## config.mk

```make
export PLATFORM = sky130hd
export DESIGN_NAME = uart_irq_id
export DESIGN_NICKNAME = d
export VERILOG_FILES = /design/src/rtl/uart_irq_pkg.sv /design/src/rtl/irq_evt_latch.sv /design/src/rtl/irq_prio_enc.sv /design/src/rtl/uart_irq_id.sv
export SDC_FILE = /design/constraint.sdc
export NUM_CORES = 1
export LEC_CHECK = 0
export ABC_AREA = 1
export BUFFER_PORTS_ARGS = -buffer_cell sky130_fd_sc_hd__buf_2
export CAP_MARGIN = 20
export CORE_AREA = 2 2 39 41
export DETAILED_ROUTE_END_ITERATION = 7
export DIE_AREA = 0 0 41 43
export REMOVE_ABC_BUFFERS = 1
export SETUP_SLACK_MARGIN = 0.1
export SLEW_MARGIN = 25
export SYNTH_ARGS = -nofsm -noshare
export SYNTH_HDL_FRONTEND = slang
export SYNTH_SLANG_ARGS = --single-unit
```

## constraint.sdc

```tcl
create_clock -name clk -period 1.1 [get_ports clk]
set_input_delay 0.055 -clock clk [delete_from_list [all_inputs] [get_ports clk]]
set_output_delay 0.055 -clock clk [all_outputs]
set_load 0.02 [all_outputs]
```

## src/rtl/uart_irq_pkg.sv

```systemverilog
package uart_irq_pkg;

    localparam int SRC_EN_W = 4;
    localparam int ISR_W    = 8;
    localparam int ID_W     = 4;
    localparam int N_EVT    = 2;

    // event slot indices
    localparam int EVT_THRE  = 0;
    localparam int EVT_MODEM = 1;

    // identification codes for status bits 3:0
    localparam logic [ID_W-1:0] ID_LINE  = 4'b0110;
    localparam logic [ID_W-1:0] ID_RXRDY = 4'b0100;
    localparam logic [ID_W-1:0] ID_RXTMO = 4'b1100;
    localparam logic [ID_W-1:0] ID_THRE  = 4'b0010;
    localparam logic [ID_W-1:0] ID_MODEM = 4'b0000;
    localparam logic [ID_W-1:0] ID_NONE  = 4'b0001;

    typedef struct packed {
        logic line;
        logic rxrdy;
        logic rxtmo;
        logic thre;
        logic modem;
    } irq_src_t;

endpackage

```

## src/rtl/irq_evt_latch.sv

```systemverilog
module irq_evt_latch
    import uart_irq_pkg::*;
#(
    parameter int N = N_EVT
) (
    input  logic         clk,
    input  logic         rst_n,
    input  logic [N-1:0] flag,
    input  logic [N-1:0] clr,
    output logic [N-1:0] pend_q,
    output logic [N-1:0] pend_nxt
);

    typedef struct packed {
        logic [N-1:0] prev;
        logic [N-1:0] pend;
    } evt_state_t;

    evt_state_t st_d, st_q;

    always_comb begin
        st_d = st_q;
        for (int i = 0; i < N; i++) begin
            if (flag[i] && !st_q.prev[i]) begin
                st_d.pend[i] = 1'b1;
            end else if (clr[i]) begin
                st_d.pend[i] = 1'b0;
            end
        end
        st_d.prev = flag;
    end

    always_ff @(posedge clk or negedge rst_n) begin
        if (!rst_n) begin
            st_q <= '0;
        end else begin
            st_q <= st_d;
        end
    end

    assign pend_q   = st_q.pend;
    assign pend_nxt = st_d.pend;

endmodule

```

## src/rtl/irq_prio_enc.sv

```systemverilog
module irq_prio_enc
    import uart_irq_pkg::*;
(
    input  irq_src_t        act,
    output logic [ID_W-1:0] id,
    output logic            any
);

    always_comb begin
        if (act.line) begin
            id = ID_LINE;
        end else if (act.rxrdy) begin
            id = ID_RXRDY;
        end else if (act.rxtmo) begin
            id = ID_RXTMO;
        end else if (act.thre) begin
            id = ID_THRE;
        end else if (act.modem) begin
            id = ID_MODEM;
        end else begin
            id = ID_NONE;
        end
    end

    assign any = |act;

endmodule

```

## src/rtl/uart_irq_id.sv

```systemverilog
module uart_irq_id
    import uart_irq_pkg::*;
(
    input  logic                clk,
    input  logic                rst_n,
    input  logic                fifo_mode,
    input  logic [SRC_EN_W-1:0] src_en,
    input  logic                line_err,
    input  logic                rx_rdy,
    input  logic                rx_tmo,
    input  logic                thr_empty,
    input  logic                modem_chg,
    input  logic                thr_write,
    input  logic                isr_rd,
    output logic                irq,
    output logic [ISR_W-1:0]    isr
);

    localparam int FIFO_BITS = ISR_W - ID_W - 2;

    typedef struct packed {
        logic [ISR_W-1:0] isr;
        logic             irq;
    } out_state_t;

    out_state_t st_d, st_q;

    logic [N_EVT-1:0] evt_flag, evt_clr, evt_q, evt_nxt;
    irq_src_t         act;
    logic [ID_W-1:0]  id;
    logic             any;

    assign evt_flag[EVT_THRE]  = thr_empty;
    assign evt_flag[EVT_MODEM] = modem_chg;

    always_comb begin
        evt_clr[EVT_THRE]  = thr_write || (isr_rd && st_q.isr[ID_W-1:0] == ID_THRE);
        evt_clr[EVT_MODEM] = isr_rd && st_q.isr[ID_W-1:0] == ID_MODEM;
    end

    irq_evt_latch #(.N(N_EVT)) u_evt (
        .clk      (clk),
        .rst_n    (rst_n),
        .flag     (evt_flag),
        .clr      (evt_clr),
        .pend_q   (evt_q),
        .pend_nxt (evt_nxt)
    );

    always_comb begin
        act.line  = line_err  && src_en[0];
        act.rxrdy = rx_rdy    && src_en[1];
        act.rxtmo = rx_tmo    && src_en[1];
        act.thre  = evt_nxt[EVT_THRE]  && src_en[2];
        act.modem = evt_nxt[EVT_MODEM] && src_en[3];
    end

    irq_prio_enc u_enc (
        .act (act),
        .id  (id),
        .any (any)
    );

    always_comb begin
        st_d     = st_q;
        st_d.isr = {{FIFO_BITS{fifo_mode}}, 2'b00, id};
        st_d.irq = any;
    end

    always_ff @(posedge clk or negedge rst_n) begin
        if (!rst_n) begin
            st_q.isr <= {{(ISR_W-ID_W){1'b0}}, ID_NONE};
            st_q.irq <= 1'b0;
        end else begin
            st_q <= st_d;
        end
    end

    assign isr = st_q.isr;
    assign irq = st_q.irq;

endmodule

```

==> run_results.csv <==
group,metric,value,unit
run_status,status,"finished, final reports clean",
worst_setup_path,slowest_delay,550,ps
final_layout,diodes,0,
worst_setup_path,cp.arrival,1190,ps
final_layout,layout-drive-gt1-share,0.486,
worst_setup_path,startpoint_type,"register",
global_routing,met3_usage,0.0314,
routing,drt_iter0_drc,4,
pwr,ir_worst_vdd,0.509,mV
logic_synthesis,yosysTopAreaCell,"dfrtp_1",
pwr,clockPowerShare,0.300,
global_routing,grt_pass1_vias,351,
logic_synthesis,synth_area,459,sq um
logic_synthesis,ys_warn_count,0,
global_routing,antenna_found_initial,0,
logic_synthesis,netlist_instances,47,
sta,timing.final.crit_share,0.910,
worst_setup_path,path_common_cell,"nand2_2",
global_routing,use_met2,0.159,
worst_setup_path,worst_setup_path_end_kind,"register",
pwr,p_sw,0.233,mW
logic_synthesis,syn_avg_cell_area,9.77,sq um
final_layout,final_common_cell,"buf_2",
sta,fmax,999,MHz
clock_tree,clkTransAtPathRegs,60,ps
clock_tree,cts_tree,"yes",
floorplan,dieArea,1760,sq um
sta,finalCriticalPeriod,1000,ps
worst_setup_path,crit_slowest_cell,"dfstp_2",
routing,wl_per_cell,8.57,um
clock_tree,cts_sinks,10,
global_routing,grt_util_all_layers,0.118,
min_path,hold-path-endpoint,"isr[1]",
final_layout,area_growth,41.7,%
global_routing,top_usage_layer,"met2",
final_layout,final_cell_mix,"buf_2 (19), dfrtp_1 (9), nand2_1 (8), inv_1 (8), nand2_2 (6)",
pwr,swShare,0.274,
final_layout,fin_area,651,sq um
clock_tree,clk_latency,260,ps
run,cap_violations,0,
placement,place_ws,113,ps
sta,fin_hold_ws,19.4,ps
floorplan,initial_core_util,0.332,
routing,via_per_inst,3.98,
placement,gp_congestion,0.619,
min_path,hp-start,"src_en[0]",
global_routing,grt_pass1_wl,1340,um
logic_synthesis,synthTopCellsByArea,"dfrtp_1 (49%), nand2_1 (7.4%), nand2_2 (6.8%)",
sta,rsz0062_at_grt,"yes",
clock_tree,cts_buffers,3,
logic_synthesis,synth.top_cell.area_share,0.490,
routing,drtAntennaViolNets,0,
min_path,min_path_type,"primary input to register",
worst_setup_path,crit_chain,"inv_1 -> nand3_2 -> nand2_2 -> nand2_2 -> nand2_2 -> nand2_2 -> nor2_2",
clock_tree,clk_path_buf_depth,2,
final_layout,fin_util,0.470,
routing,vias,358,
pwr,total_power,0.848,mW
global_routing,grt_util_met1,0.147,
min_path,hold_depth,3,
floorplan,die_w,41,um
worst_setup_path,reg2regPathDepth,7,
routing,totalWireLength,771,um
final_layout,layoutNonFillerInstCount,90,
worst_setup_path,path_class,"register to register",
final_layout,final_net_count,89,
worst_setup_path,crit_required,1290,ps
global_routing,grt-ovfl-total,0,
pwr,power-per-cell-area,1300,nW/um^2
global_routing,grt_max_degree,11,
routing,firstDrtPassIters,3,
worst_setup_path,reg2reg_to,"isr[0]",
sta,final-setup-viol-count,0,
placement,port-buffer-count,20,
sta,fin_ws,99.1,ps
placement,dp_cells,81,
logic_synthesis,yosysSeqAreaShare,0.548,
placement,dpl_cell_area,561,sq um
pwr,seqPwrFrac,0.486,
pwr,combPwrFrac,0.213,
worst_setup_path,r2r-start,"isr[0]",
clock_tree,root_buffer,"clkbuf_4",
placement,dp.final_hpwl,599,um
floorplan,core_area,1380,sq um
pwr,leakage,0.358,nW
worst_setup_path,path_max_fanout,3,
sta,final.setup.tns,0,ps
pwr,p_int,0.615,mW
logic_synthesis,synth_cell_types,15,
sta,skew,4.18,ps
sta,drv_slew,0,
floorplan,die_h,43,um
logic_synthesis,synth_seq_cells,10,
routing,remaining_drc_errors,0,
worst_setup_path,rrSetupSlack,100,ps
sta,hold_viol,0,
floorplan,row_count,14,
floorplan,pin_count,23,
clock_tree,cts_max_level,1,
worst max-delay path by stage:
stage              to  startpoint  depth (start not counted)
2_1_floorplan  isr[0]      isr[0]                          7
3_3_place_gp   isr[0]      isr[0]                          7
3_5_place_dp   isr[0]      isr[0]                          7
4_1_cts        isr[0]      isr[0]                          7
5_1_grt        isr[0]      isr[3]                          7
6_report       isr[0]      isr[0]                          7
registers in the layout, summed over array words and instances (netlist names):
name	cells
irq	1
isr	5
u_evt.pend_q	2
u_evt.st_q	2
layer usage:
layer / vias up / routed length [um]
li1: 189 / -
met1: 151 / 323
met2: 16 / 373
met3: 2 / 60
met4: 0 / 12
met5: - / 0
worst max-delay path, delay by kind of cell, from the launching register on:
kind	cells	cell delay (ps)
flops	1	550
simple gates	6	350
buf+inv	1	50
area by class of cell:
| type | count | area, sq um |
|---|---|---|
| Inverter | 8 | 30.0 |
| Clock buffer | 4 | 26.3 |
| Tap cell | 16 | 20.0 |
| Sequential cell | 10 | 251 |
| Multi-Input combinational cell | 27 | 166 |
| Fill cell | 135 | 733 |
| Timing Repair Buffer | 25 | 156 |
power by group through the flow:
stage               clock network [mW]  logic (mW)  registers [mW]
finish                           0.255       0.181           0.413
global route                     0.287       0.204           0.415
CTS                              0.266       0.178           0.412
detailed placement                   0       0.162           0.419
global placement                     0       0.160           0.419
floorplan                            0      0.0755           0.443
logic make-up (layout without fill, tap and decap cells):
logic type | after synthesis | count (layout) | synth area share
buffers and inverters | 11 | 37 | 0.114
other | 1 | 2 | 0.00817
and+or+nand+nor | 25 | 25 | 0.330
DFF | 10 | 10 | 0.548
cells in the mapped netlist, drive strengths merged:
cell type,count
nand2,15
dfrtp,9
inv,8
nor2,5
buf,3
nand3,3
conb,1
dfstp,1
nand3b,1
nor3,1
timing repair:
item,in CTS,in global routing
hold buffers,5,0
endpoints found under the setup margin,1,4
buffers inserted,0,0
resized for setup,1,3
hold endpoints to repair,14,0
Power figures use the tool's default switching activity.
